### src/rtl/outport_pkg.sv
package outport_pkg;

   localparam int unsigned PIN_COUNT = 8;

   localparam logic ADDR_PIN_DATA = 1'b0;
   localparam logic ADDR_PIN_MODE = 1'b1;

   typedef enum logic [1:0] {
      P2_DATA   = 2'b00,
      P2_ATX16  = 2'b01,
      P2_ATX1X  = 2'b10,
      P2_ARX1X  = 2'b11
   } p2_sel_e;

   typedef enum logic [1:0] {
      P3_DATA   = 2'b00,
      P3_CT     = 2'b01,
      P3_BTX1X  = 2'b10,
      P3_BRX1X  = 2'b11
   } p3_sel_e;

   typedef struct packed {
      logic val;
      logic od;
   } pin_src_t;

endpackage

### src/rtl/outport_regs.sv
module outport_regs #(
   parameter int unsigned DW = 8
) (
   input  logic          clk,
   input  logic          rst_n,
   input  logic          we,
   input  logic          addr,
   input  logic [DW-1:0] wdata,
   output logic [DW-1:0] dat_q,
   output logic [DW-1:0] cfg_q
);
   import outport_pkg::*;

   logic wr_dat;
   logic wr_cfg;

   assign wr_dat = we && (addr == ADDR_PIN_DATA);
   assign wr_cfg = we && (addr == ADDR_PIN_MODE);

   always_ff @(posedge clk or negedge rst_n) begin
      if (!rst_n) begin
         dat_q <= '0;
      end else if (wr_dat) begin
         dat_q <= wdata;
      end
   end

   always_ff @(posedge clk or negedge rst_n) begin
      if (!rst_n) begin
         cfg_q <= '0;
      end else if (wr_cfg) begin
         cfg_q <= wdata;
      end
   end

endmodule

### src/rtl/outport_ct_latch.sv
module outport_ct_latch (
   input  logic clk,
   input  logic rst_n,
   input  logic timer_mode,
   input  logic sq_wave,
   input  logic tc,
   input  logic stop,
   output logic hold_q,
   output logic ct_out
);

   logic hold_d;

   always_comb begin
      hold_d = hold_q;
      if (stop) begin
         hold_d = 1'b1;
      end else if (tc) begin
         hold_d = 1'b0;
      end
   end

   always_ff @(posedge clk or negedge rst_n) begin
      if (!rst_n) begin
         hold_q <= 1'b1;
      end else begin
         hold_q <= hold_d;
      end
   end

   assign ct_out = timer_mode ? sq_wave : hold_q;

endmodule

### src/rtl/outport_pin_sel.sv
module outport_pin_sel
   import outport_pkg::*;
#(
   parameter int unsigned DW      = 8,
   parameter int unsigned STAT_W  = 8,
   parameter int unsigned CSEL_W  = 4,
   parameter int unsigned ATX_BIT = 0,
   parameter int unsigned ARX_BIT = 1,
   parameter int unsigned BTX_BIT = 4,
   parameter int unsigned BRX_BIT = 5
) (
   input  logic [DW-1:0]     cfg,
   input  logic [DW-1:0]     dat,
   input  logic [STAT_W-1:0] stat,
   input  logic              ct_out,
   input  logic [CSEL_W-1:0] a_csel,
   input  logic              a_tx16,
   input  logic              a_tx1,
   input  logic              a_rx1,
   input  logic              b_tx1,
   input  logic              b_rx1,
   output pin_src_t [DW-1:0] src
);

   localparam logic [CSEL_W-1:0] CSEL_1X = '1;

   function automatic int unsigned stat_idx(input int unsigned pin);
      case (pin)
         4:       return ARX_BIT;
         5:       return BRX_BIT;
         6:       return ATX_BIT;
         default: return BTX_BIT;
      endcase
   endfunction

   logic unused_stat;
   assign unused_stat = ^stat;

   genvar gi;
   generate
      for (gi = 0; gi < DW; gi++) begin : g_pin
         if (gi < 2) begin : g_fixed
            assign src[gi] = '{val: ~dat[gi], od: 1'b0};
         end else if (gi == 2) begin : g_p2
            p2_sel_e sel;
            logic    tx16_eff;
            assign sel      = p2_sel_e'(cfg[1:0]);
            assign tx16_eff = (a_csel == CSEL_1X) ? a_tx1 : a_tx16;
            always_comb begin
               src[gi].od = 1'b0;
               unique case (sel)
                  P2_DATA:  src[gi].val = ~dat[gi];
                  P2_ATX16: src[gi].val = tx16_eff;
                  P2_ATX1X: src[gi].val = a_tx1;
                  P2_ARX1X: src[gi].val = a_rx1;
               endcase
            end
         end else if (gi == 3) begin : g_p3
            p3_sel_e sel;
            assign sel = p3_sel_e'(cfg[3:2]);
            always_comb begin
               src[gi].od = (sel == P3_CT);
               unique case (sel)
                  P3_DATA:  src[gi].val = ~dat[gi];
                  P3_CT:    src[gi].val = ct_out;
                  P3_BTX1X: src[gi].val = b_tx1;
                  P3_BRX1X: src[gi].val = b_rx1;
               endcase
            end
         end else begin : g_irq
            localparam int unsigned SIDX = stat_idx(gi);
            assign src[gi] = cfg[gi] ? '{val: ~stat[SIDX], od: 1'b1}
                                     : '{val: ~dat[gi],    od: 1'b0};
         end
      end
   endgenerate

endmodule

### src/rtl/outport_od_drv.sv
module outport_od_drv
   import outport_pkg::*;
#(
   parameter int unsigned DW = 8
) (
   input  pin_src_t [DW-1:0] src,
   output logic     [DW-1:0] pin_val,
   output logic     [DW-1:0] pin_oe
);

   genvar gi;
   generate
      for (gi = 0; gi < DW; gi++) begin : g_drv
         assign pin_val[gi] = src[gi].val;
         assign pin_oe[gi]  = src[gi].od ? ~src[gi].val : 1'b1;
      end
   endgenerate

endmodule

### src/rtl/outport_mux.sv
module outport_mux #(
   parameter int unsigned DW      = 8,
   parameter int unsigned STAT_W  = 8,
   parameter int unsigned CSEL_W  = 4,
   parameter int unsigned ATX_BIT = 0,
   parameter int unsigned ARX_BIT = 1,
   parameter int unsigned BTX_BIT = 4,
   parameter int unsigned BRX_BIT = 5
) (
   input  logic              clk,
   input  logic              rst_n,
   input  logic              bus_we,
   input  logic              bus_addr,
   input  logic [DW-1:0]     bus_wdata,
   input  logic [STAT_W-1:0] irq_stat,
   input  logic              ct_timer_mode,
   input  logic              ct_sq_wave,
   input  logic              ct_tc,
   input  logic              ct_stop,
   input  logic [CSEL_W-1:0] a_clk_sel,
   input  logic              a_tx16_clk,
   input  logic              a_tx1_clk,
   input  logic              a_rx1_clk,
   input  logic              b_tx1_clk,
   input  logic              b_rx1_clk,
   output logic [DW-1:0]     pin_val,
   output logic [DW-1:0]     pin_oe
);
   import outport_pkg::*;

   localparam int unsigned MAX_SIDX =
      ((ATX_BIT > ARX_BIT) ? ATX_BIT : ARX_BIT) > ((BTX_BIT > BRX_BIT) ? BTX_BIT : BRX_BIT)
      ? ((ATX_BIT > ARX_BIT) ? ATX_BIT : ARX_BIT)
      : ((BTX_BIT > BRX_BIT) ? BTX_BIT : BRX_BIT);

   generate
      if (DW != PIN_COUNT) begin : g_bad_dw
         $error("outport_mux: DW must equal the pin count of 8");
      end
      if (MAX_SIDX >= STAT_W) begin : g_bad_sidx
         $error("outport_mux: a status bit index lies outside STAT_W");
      end
      if (CSEL_W < 1) begin : g_bad_csel
         $error("outport_mux: CSEL_W must be at least 1");
      end
   endgenerate

   logic [DW-1:0]     dat_q;
   logic [DW-1:0]     cfg_q;
   logic              ct_hold;
   logic              ct_out;
   pin_src_t [DW-1:0] src;

   outport_regs #(.DW(DW)) u_regs (
      .clk   (clk),
      .rst_n (rst_n),
      .we    (bus_we),
      .addr  (bus_addr),
      .wdata (bus_wdata),
      .dat_q (dat_q),
      .cfg_q (cfg_q)
   );

   outport_ct_latch u_ct (
      .clk        (clk),
      .rst_n      (rst_n),
      .timer_mode (ct_timer_mode),
      .sq_wave    (ct_sq_wave),
      .tc         (ct_tc),
      .stop       (ct_stop),
      .hold_q     (ct_hold),
      .ct_out     (ct_out)
   );

   outport_pin_sel #(
      .DW(DW), .STAT_W(STAT_W), .CSEL_W(CSEL_W),
      .ATX_BIT(ATX_BIT), .ARX_BIT(ARX_BIT), .BTX_BIT(BTX_BIT), .BRX_BIT(BRX_BIT)
   ) u_sel (
      .cfg    (cfg_q),
      .dat    (dat_q),
      .stat   (irq_stat),
      .ct_out (ct_out),
      .a_csel (a_clk_sel),
      .a_tx16 (a_tx16_clk),
      .a_tx1  (a_tx1_clk),
      .a_rx1  (a_rx1_clk),
      .b_tx1  (b_tx1_clk),
      .b_rx1  (b_rx1_clk),
      .src    (src)
   );

   outport_od_drv #(.DW(DW)) u_drv (
      .src     (src),
      .pin_val (pin_val),
      .pin_oe  (pin_oe)
   );

endmodule

### config.mk
export PLATFORM = sky130hd
export DESIGN_NAME = outport_mux
export DESIGN_NICKNAME = d
export VERILOG_FILES = /design/src/rtl/outport_pkg.sv /design/src/rtl/outport_regs.sv /design/src/rtl/outport_ct_latch.sv /design/src/rtl/outport_pin_sel.sv /design/src/rtl/outport_od_drv.sv /design/src/rtl/outport_mux.sv
export SDC_FILE = /design/constraint.sdc
export NUM_CORES = 1
export LEC_CHECK = 0
export ABC_AREA = 1
export BUFFER_PORTS_ARGS = -buffer_cell sky130_fd_sc_hd__buf_2
export CORE_ASPECT_RATIO = 0.8
export CORE_UTILIZATION = 45
export CTS_CLUSTER_DIAMETER = 40
export DETAILED_ROUTE_END_ITERATION = 10
export HOLD_SLACK_MARGIN = 0.08
export PLACE_DENSITY_LB_ADDON = 0.12
export SYNTH_ARGS = -nofsm -noshare
export SYNTH_HDL_FRONTEND = slang
export SYNTH_SLANG_ARGS = --single-unit
### constraint.sdc
create_clock -name clk -period 1.9 [get_ports clk]
set_input_delay 0.19 -clock clk [delete_from_list [all_inputs] [get_ports clk]]
set_output_delay 0.19 -clock clk [all_outputs]
set_load 0.05 [all_outputs]
==> run summary, run 1 <==
status = finished, final reports clean
most common cell after layout, fill and taps aside = buf_2
starting density of the core = 49.7%
DRT Wirelength = 1590 um
Synth Warn # = 0
clock share of power = 20.0%
GP Congestion = 0.704
pwr dens = 884 nW/um2
P&R area growth vs syn = 28.9%
Pint = 0.000576 W
largest net degree at the start of global routing = 18
Final setup viols = 0
MaxCap Viol Count = 0
Post-route DRC = 0
Ports = 49
Max Fclk = 613 MHz
placed wire-length estimate = 1230 um
vias per inst = 4.53
Inserted Diodes = 0
Reg power frac = 45.6%
Critical-path top delay cell = dfstp_2
total power = 0.000958 W
Post-DRT Antenna Nets = 0
Critical Path Source = u_ct.hold_q$_DFFE_PN1P_
crit end category = primary output
Die Y = 40.7 um
DR vias = 783
crit path kind = reg2out
CP max stage delay = 0.52 ns
crit path time final = 1.63 ns
layout cells sized above 1 = 32.5%
Overflow after GRT = 0
CTS buffer count = 3
Longest Clk Path Bufs = 2
worst reg2reg path endpoint = u_ct.hold_q$_DFFE_PN1P_
Psw = 0.000383 W
Initial DRT Pass Iterations = 4
Gate power share = 34.4%
Clock Sink Count = 17
CTS Root Cell = clkbuf_4
reg2reg setup slack = 1.16 ns
Yosys top cell by area = dfrtp_1
Clk Latency, worst-skew pair = 0.29 ns
FP Rows = 13
Final nets = 185
RSZ-0062 raised after global routing = no
starting DRC count in detailed routing = 16
Seq/Total Area, Yosys = 50.7%
drt wl/cell = 9.18 um
Max Used Layer = met4
Synth top area share = 47.6%
Post-Synthesis Cells = 107
CP Max Fanout = 2
WP data arrival = 1.44 ns
Clock Skew = 0 ns
launching point of the worst reg2reg path = u_ct.hold_q$_DFFE_PN1P_
WHS = 0.0963 ns
critical path's top delay family = flip-flops
global-route wire length before repair = 2540 um
CTS tree = done
leakage power = 0.621 nW
vias in the first global route = 618
Cell Area, Synth = 841 um2
critical path depth = 5
clk slew on worst S/H paths = 0.09 ns
DR WL met3 = 98 um
CP startpoint kind = flip-flop
WL met1 = 688 um
Worst Path Required = 1.71 ns
CP dominant cell by count = nand3_1
CTS H-tree lvls = 1
largest cells by area after synthesis = dfrtp_1 48%, nand2_1 13%, o21ai_1 9.5%, inv_1 8.5%, dfstp_2 3.1%
Worst VDD drop = 704 uV
buffers and inverters on the worst path = 2
max-slew violations = 0
PortBufs = 41
end point of the critical path = pin_val[3]
WHS Path Cells = 2
Die Wd = 50.3 um
synthesized flop and latch total = 17
metal2 WL = 790 um
Global Route Usage Sum = 18.2%
initial antenna violation count = 0
depth of the most critical reg-to-reg path = 2
mean post-synth cell area = 7.86 um2
switching share of power = 39.9%
critical path, cell by cell = inv_1, o21ai_0, nand3_1, nand3_1, buf_2
fin crit share = 85.9%
Sum Neg Setup Slack = 0 ns
die area = 2050 um2
Cell variety after synth = 16
commonest non-fill, non-tap cells in the layout = 41 x buf_2, 28 x nand2_1, 19 x inv_1
final hold vios = 0
core region area = 1690 um2
hold crit path type = in2reg
hold_sp = ct_stop
registers in the layout, indices dropped and copies added (netlist names):
name,cells
u_regs.dat_q,8
u_ct.hold_q,1
u_regs.cfg_q,8
metal layers:
metal | vias up | GRT usage, %
met5 | - | 0
met4 | 0 | 6.25
met3 | 2 | 7.78
met2 | 23 | 35.3
met1 | 342 | 18.4
li1 | 416 | -
synth_stat cells:
cell and n:
buf_4 3, buf_6 2, conb_1 1, dfrtp_1 16, dfstp_2 1, inv_1 19
inv_2 1, nand2_1 28, nand2_2 2, nand3_1 5, nor2_1 4, nor3_1 1
o211ai_1 1, o21ai_0 5, o21ai_1 16, o21bai_1 2
power by group through the flow:
stage | registers [W] | clock network, W | logic [W]
floorplan | 0.000436 | 0 | 0.000254
global placement | 0.000442 | 0 | 0.000322
detailed placement | 0.000444 | 0 | 0.000329
CTS | 0.000437 | 0.000197 | 0.000333
global route | 0.000445 | 0.000218 | 0.000358
finish | 0.000437 | 0.000191 | 0.000329
cell type report:
cell class / instances / area (um2)
inverters: 20 / 75.1
flip-flops and latches: 17 / 427
fillers: 153 / 608
clock buffers: 3 / 22.5
repair buffers: 43 / 225
well taps: 22 / 27.5
multi-input cells: 67 / 302
clock inverters: 1 / 5.00
through the flow:
stage	util, %	setup WS [ns]	cell area (um2)	std cells
after floorplan	-	0.0531	848	109
after global placement	61.2	0.617	1040	167
after detailed placement	61.2	0.580	1040	167
after CTS	64.1	0.253	1080	173
after global routing	64.1	0.167	1080	173
final	64.1	0.268	1080	173
logic make-up (layout without fill, tap and decap cells):
logic type             after synthesis  in the layout  synth area share, %
and+or+nand+nor                     40             40                 19.3
buffers and inverters               25             67                 14.3
DFF                                 17             17                 50.7
AOI/OAI and AO/OA                   24             24                 15.2
other                                1              3                0.446
timing repair:
| action | in CTS | in global routing |
|---|---|---|
| endpoints found under the hold margin | 17 | 0 |
| resized for setup | 0 | 0 |
| buffers inserted | 0 | 0 |
| hold buffers | 2 | 0 |
worst min-delay path by stage:
stage | to | slack, ns
after floorplan | u_regs.cfg_q[0]$_DFFE_PN0P_ | -0.11
final | u_ct.hold_q$_DFFE_PN1P_ | 0.1
after global routing | u_ct.hold_q$_DFFE_PN1P_ | 0.09
after detailed placement | u_regs.cfg_q[4]$_DFFE_PN0P_ | 0.13
after CTS | u_ct.hold_q$_DFFE_PN1P_ | 0.1
after global placement | u_regs.cfg_q[4]$_DFFE_PN0P_ | 0.13
No activity file was read; power rests on OpenSTA's default activity.
==> run 2, diff against run 1 <==
Settings changed: CORE_UTILIZATION 45 to 48, CTS_BUF_LIST set to sky130_fd_sc_hd__clkbuf_4 sky130_fd_sc_hd__clkbuf_8.
==> run 2 against run 1 <==
  * Die area decreased by 6.0%
  * Critical endpoint unchanged
  * Count of clock-buffer cells in the layout unchanged
  * Largest power group unchanged
  * Cell area increased by 0.23%
  * Worst setup slack improved by 0.030 ns
  * First-iteration DRC count decreased by 75%
  * Sequential share of layout area decreased by 0.091 points
==> run summary, run 2 (synthesis results as in run 1) <==
Clock Sink Count = 17 (unchanged)
switching share of power = 40.2% (+0.27 points)
metal2 WL = 742 um (-6.1%)
die area = 1920 um2 (-6.0%)
max-slew violations = 0 (unchanged)
Longest Clk Path Bufs = 2 (unchanged)
crit path time final = 1.60 ns (-0.0301 ns)
CTS Root Cell = clkbuf_4
status = finished, final reports clean
final hold vios = 0 (unchanged)
clk slew on worst S/H paths = 0.11 ns (+0.02 ns)
CTS H-tree lvls = 1 (unchanged)
crit end category = primary output
Gate power share = 34.0% (-0.4 points)
fin crit share = 84.3% (-1.6 points)
CTS buffer count = 3 (unchanged)
global-route wire length before repair = 2340 um (-7.9%)
hold_sp = ct_stop
pwr dens = 889 nW/um2 (+0.49%)
Sum Neg Setup Slack = 0 ns (unchanged)
Final setup viols = 0 (unchanged)
Initial DRT Pass Iterations = 4 (unchanged)
reg2reg setup slack = 1.15 ns (about the same)
Pint = 0.000577 W (+0.27%)
DR vias = 776 (-0.89%)
MaxCap Viol Count = 0 (unchanged)
Psw = 0.000388 W (+1.4%)
Hold Path End = u_ct.hold_q$_DFFE_PN1P_
most common cell after layout, fill and taps aside = buf_2
vias per inst = 4.49 (-0.89%)
worst reg2reg path endpoint = u_ct.hold_q$_DFFE_PN1P_
CP startpoint kind = flip-flop
Inserted Diodes = 0 (unchanged)
WL met1 = 707 um (+2.8%)
WP data arrival = 1.41 ns (-0.03 ns)
Global Route Usage Sum = 16.6% (-1.6 points)
crit path kind = reg2out
DR WL met3 = 84 um (-14%)
Die Wd = 48.8 um (-3.0%)
Reg power frac = 45.3% (-0.3 points)
drt wl/cell = 8.91 um (-3.0%)
CP Max Fanout = 2 (unchanged)
RSZ-0062 raised after global routing = no
Worst Path Required = 1.71 ns (about the same)
initial antenna violation count = 0 (unchanged)
Overflow after GRT = 0 (unchanged)
Clock Skew = 0 ns (unchanged)
commonest non-fill, non-tap cells in the layout = 41 x buf_2, 28 x nand2_1, 19 x inv_1
vias in the first global route = 581 (-6.0%)
FP Rows = 13 (unchanged)
placed wire-length estimate = 1190 um (-3.1%)
layout cells sized above 1 = 32.5% (unchanged)
largest net degree at the start of global routing = 18 (unchanged)
Final Util = 66.8% (+2.7 points)
DRT Wirelength = 1540 um (-3.0%)
starting density of the core = 51.7% (+2.0 points)
WHS Path Cells = 2 (unchanged)
Ports = 49 (unchanged)
setup bufs post-CTS = 0 (unchanged)
Post-route DRC = 0 (unchanged)
Max Fclk = 624 MHz (+1.9%)
Worst VDD drop = 511 uV (-27%)
GP Congestion = 0.592 (-16%)
CTS tree = done
Die Y = 39.4 um (-3.0%)
clock share of power = 20.6% (+0.6 points)
starting DRC count in detailed routing = 4 (-12)
core region area = 1630 um2 (-3.8%)
PortBufs = 41 (unchanged)
Max Used Layer = met4
Final nets = 185 (unchanged)
Clk Latency, worst-skew pair = 0.29 ns (about the same)
launching point of the worst reg2reg path = u_ct.hold_q$_DFFE_PN1P_
Post-DRT Antenna Nets = 0 (unchanged)
P&R area growth vs syn = 29.2%
depth of the most critical reg-to-reg path = 2 (unchanged)
leakage power = 0.617 nW (-0.61%)
biggest regs = u_regs.cfg_q x8, u_regs.dat_q x8, u_ct.hold_q x1
hold crit path type = in2reg
==> run 2: area by class of cell <==
type | instances | area [um2]
clock buffer | 3 | 22.5
clock inverter | 1 | 7.51
inverter | 20 | 75.1
fill | 159 | 541
timing repair buffer | 43 | 225
tap | 22 | 27.5
sequential | 17 | 427
multi-input combinational | 67 | 302
==> run 2: power by group through the flow <==
| stage | clock network [W] | logic [W] | registers, W |
|---|---|---|---|
| global route | 0.000215 | 0.000357 | 0.000445 |
| CTS | 0.000203 | 0.000331 | 0.000438 |
| floorplan | 0 | 0.000254 | 0.000436 |
| global placement | 0 | 0.000321 | 0.000442 |
| finish | 0.000199 | 0.000328 | 0.000438 |
| detailed placement | 0 | 0.000328 | 0.000444 |
==> run 2: repair_timing <==
action | in CTS | in global routing
gates resized for setup | 0 | 0
endpoints found under the setup margin | 0 | 0
hold endpoints to repair | 17 | 0
hold buffers | 2 | 0
==> run 2: worst max-delay path: stages, from the launching register on <==
cell	delay, ns
dfstp_2	0.53
inv_1	0.04
o21ai_0	0.13
nand3_1	0.10
nand3_1	0.07
buf_2	0.26
==> run 2: through the flow <==
step	cells	worst slack (ns)	hold slack (ns)	cell area (um2)	power, W
floorplan	109	0.0531	-0.106	848	0.000690
global placement	167	0.619	0.126	1040	0.000764
detailed placement	167	0.627	0.124	1040	0.000772
CTS	173	0.290	0.0936	1090	0.000972
global route	173	0.187	0.107	1090	0.00102
finish	173	0.298	0.0932	1090	0.000965
==> run 2: worst max path at each step <==
stage          depth (start not counted)  slack (ns)                     from         end
3_5_place_dp                           5        0.63  u_ct.hold_q$_DFFE_PN1P_  pin_val[3]
2_1_floorplan                          4        0.05  u_ct.hold_q$_DFFE_PN1P_  pin_val[3]
6_report                               5        0.30  u_ct.hold_q$_DFFE_PN1P_  pin_val[3]
5_1_grt                                5        0.19  u_ct.hold_q$_DFFE_PN1P_  pin_val[3]
3_3_place_gp                           5        0.62  u_ct.hold_q$_DFFE_PN1P_  pin_val[3]
4_1_cts                                5        0.29  u_ct.hold_q$_DFFE_PN1P_  pin_val[3]
==> run 2: metal layers <==
| layer | GRT usage, % | up-vias |
|---|---|---|
| met5 | 0 | - |
| met4 | 4.41 | 0 |
| met3 | 3.49 | 2 |
| met2 | 32.6 | 29 |
| met1 | 18.8 | 330 |
| li1 | - | 415 |
==> run 3, diff against run 2 <==
Settings changed: CORE_UTILIZATION 48 to 40.
Clock period 1.9 ns to 1.35 ns, I/O delays scaled along.
==> run 3 against run 2 <==
  * Core utilization shrank 6.0 points
  * Routed wire length up 4.1%
  * The flow now finishes with violations (setup timing)
  * Sequential power is 43% higher
  * Combinational power up 60%
  * Total power up 48%
  * First-iteration DRC count rose to 3.3 times the previous value
  * Clock skew is the same
  * Clock power grew 39%
  * Sequential share of layout area is 2.9 points lower
  * Cell area grew 7.8%
  * Count of clock-buffer cells in the layout increased by 1
  * Cell count grew 2.3%
==> run summary, run 3 (synthesis results as in run 1) <==
status = finished with violations
failing checks = setup timing
FP Rows = 14 (+1)
MaxCap Viol Count = 0 (unchanged)
Gate power share = 36.8% (+2.8 points)
die area = 2290 um2 (+19%)
Inserted Diodes = 0 (unchanged)
Initial DRT Pass Iterations = 2 (-2)
final hold vios = 0 (unchanged)
biggest regs = u_regs.cfg_q x8, u_regs.dat_q x8, u_ct.hold_q x1
Longest Clk Path Bufs = 2 (unchanged)
end point of the critical path = pin_val[3]
Sum Neg Setup Slack = -0.136 ns (-0.136 ns)
CP startpoint kind = flip-flop
reg2reg setup slack = 0.54 ns (-0.61 ns)
initial antenna violation count = 0 (unchanged)
Critical-path top delay cell = dfstp_2
depth of the most critical reg-to-reg path = 3 (+1)
Placed Cells = 169 (+1.2%)
Post-DRT Antenna Nets = 0 (unchanged)
Clock Skew = 0 ns (unchanged)
CTS Root Cell = clkbuf_4
starting density of the core = 43.6% (-8.1 points)
Worst VDD drop = 930 uV (+82%)
cell area after layout = 1170 um2 (+7.8%)
clk slew on worst S/H paths = 0.09 ns (-0.02 ns)
most common cell after layout, fill and taps aside = buf_2
worst reg2reg path endpoint = u_regs.cfg_q[0]$_DFFE_PN0P_
global-route wire length before repair = 2730 um (+17%)
DR vias = 790 (+1.8%)
Clock Sink Count = 17 (unchanged)
Final setup viols = 2 (+2)
CTS buffer count = 3 (unchanged)
layout cells sized above 1 = 39.9% (+7.4 points)
critical path, cell by cell = inv_2, o21ai_2, nand3_2, nand3_4, buf_8
CTS tree = done
Die Y = 43.0 um (+9.1%)
Worst Path Required = 1.22 ns (-0.49 ns)
crit path time final = 1.42 ns
CP Max Fanout = 2 (unchanged)
Final nets = 187 (+1.1%)
core region area = 1930 um2 (+18%)
CP max stage delay = 0.53 ns (about the same)
Post-route DRC = 0 (unchanged)
placed wire-length estimate = 1190 um (about the same)
crit end category = primary output
drt wl/cell = 9.06 um (+1.7%)
fin crit share = 105%
largest net degree at the start of global routing = 18 (unchanged)
starting DRC count in detailed routing = 13 (+9)
GP Congestion = 0.716 (+21%)
Clk Latency, worst-skew pair = 0.28 ns (about the same)
fillers = 205 (+29%)
leakage power = 0.651 nW (+5.4%)
Final WS setup = -0.0737 ns (-0.372 ns)
Reg power frac = 43.8% (-1.5 points)
WP data arrival = 1.29 ns (-0.12 ns)
pwr dens = 1220 nW/um2 (+37%)
Die Wd = 53.3 um (+9.2%)
Global Route Usage Sum = 16.5% (-0.065 points)
Psw = 0.000549 W (+41%)
Ports = 49 (unchanged)
hold crit path type = in2reg
max-slew violations = 0 (unchanged)
area of placed instances = 1070 um2 (+3.4%)
Max Fclk = 702 MHz
CTS H-tree lvls = 1 (unchanged)
P&R area growth vs syn = 39.3%
final non-filler cell total = 177 (+2.3%)
crit path kind = reg2out
PortBufs = 41 (unchanged)
RSZ-0062 raised after global routing = yes
Pint = 0.000881 W (+53%)
clock share of power = 19.4% (-1.2 points)
commonest non-fill, non-tap cells in the layout = 38 x buf_2, 28 x nand2_1, 17 x inv_1
Overflow after GRT = 0 (unchanged)
launching point of the worst reg2reg path = u_regs.cfg_q[0]$_DFFE_PN0P_
vias per inst = 4.46 (-0.50%)
switching share of power = 38.4% (-1.8 points)
DRT Wirelength = 1600 um (+4.1%)
Critical Path Source = u_ct.hold_q$_DFFE_PN1P_
vias in the first global route = 671 (+15%)
-- run 3: final cells by class --
type	count	area [um2]	share of cell area, %
clock buffer	4	30.0	2.56
timing repair buffer	45	262	22.3
sequential	17	427	36.4
inverter	20	75.1	6.41
multi-input combinational	67	348	29.7
tap	24	30.0	2.56
-- run 3: repair_timing --
action / 4_1_cts / 5_1_grt
hold buffers: 3 / 1
pin swaps: 2 / 0
buffers inserted: 0 / 1
endpoints found under the setup margin: 3 / 4
hold endpoints to repair: 18 / 1
gates resized for setup: 8 / 3
-- run 3: worst max-delay path: cells and delay by family, from the launching register on --
family	cells	cell delay (ns)
compound gates	1	0.11
simple gates	2	0.19
buf+inv	2	0.17
flops	1	0.53
-- run 3: worst min-delay path by stage --
stage,start,to,slack [ns],cells after the start
6_report,bus_wdata[7],u_regs.cfg_q[7]$_DFFE_PN0P_,0.10,3
5_1_grt,bus_wdata[5],u_regs.dat_q[5]$_DFFE_PN0P_,0.09,3
4_1_cts,bus_wdata[7],u_regs.cfg_q[7]$_DFFE_PN0P_,0.09,3
3_5_place_dp,rst_n,u_regs.cfg_q[4]$_DFFE_PN0P_,0.07,1
3_3_place_gp,rst_n,u_regs.dat_q[5]$_DFFE_PN0P_,0.07,1
2_1_floorplan,rst_n,u_regs.cfg_q[0]$_DFFE_PN0P_,-0.16,0
-- run 3: power groups by stage --
stage | Clock [W] | Combinational [W] | Sequential (W)
after floorplan | 0 | 0.000380 | 0.000622
after CTS | 0.000297 | 0.000523 | 0.000624
after detailed placement | 0 | 0.000484 | 0.000633
after global placement | 0 | 0.000475 | 0.000631
after global routing | 0.000324 | 0.000567 | 0.000639
final | 0.000277 | 0.000526 | 0.000627
-- run 3: per-layer routing --
layer	GRT usage (%)	wire, um	share of wire (%)	up-vias
li1	-	-	-	421
met1	19.7	690	43	341
met2	28.0	789	49	26
met3	5.38	112	7.0	2
met4	4.74	12	0.75	0
met5	0	0	0	-
-- run 3: through the flow --
stage	total power (W)	hold slack (ns)	setup WS (ns)	util (%)
floorplan	0.00100	-0.161	-0.0534	-
global placement	0.00111	0.0701	0.0885	55.6
detailed placement	0.00112	0.0738	0.0563	55.6
CTS	0.00144	0.0878	-0.0996	59.9
global route	0.00153	0.0947	-0.169	60.8
finish	0.00143	0.101	-0.0737	60.8
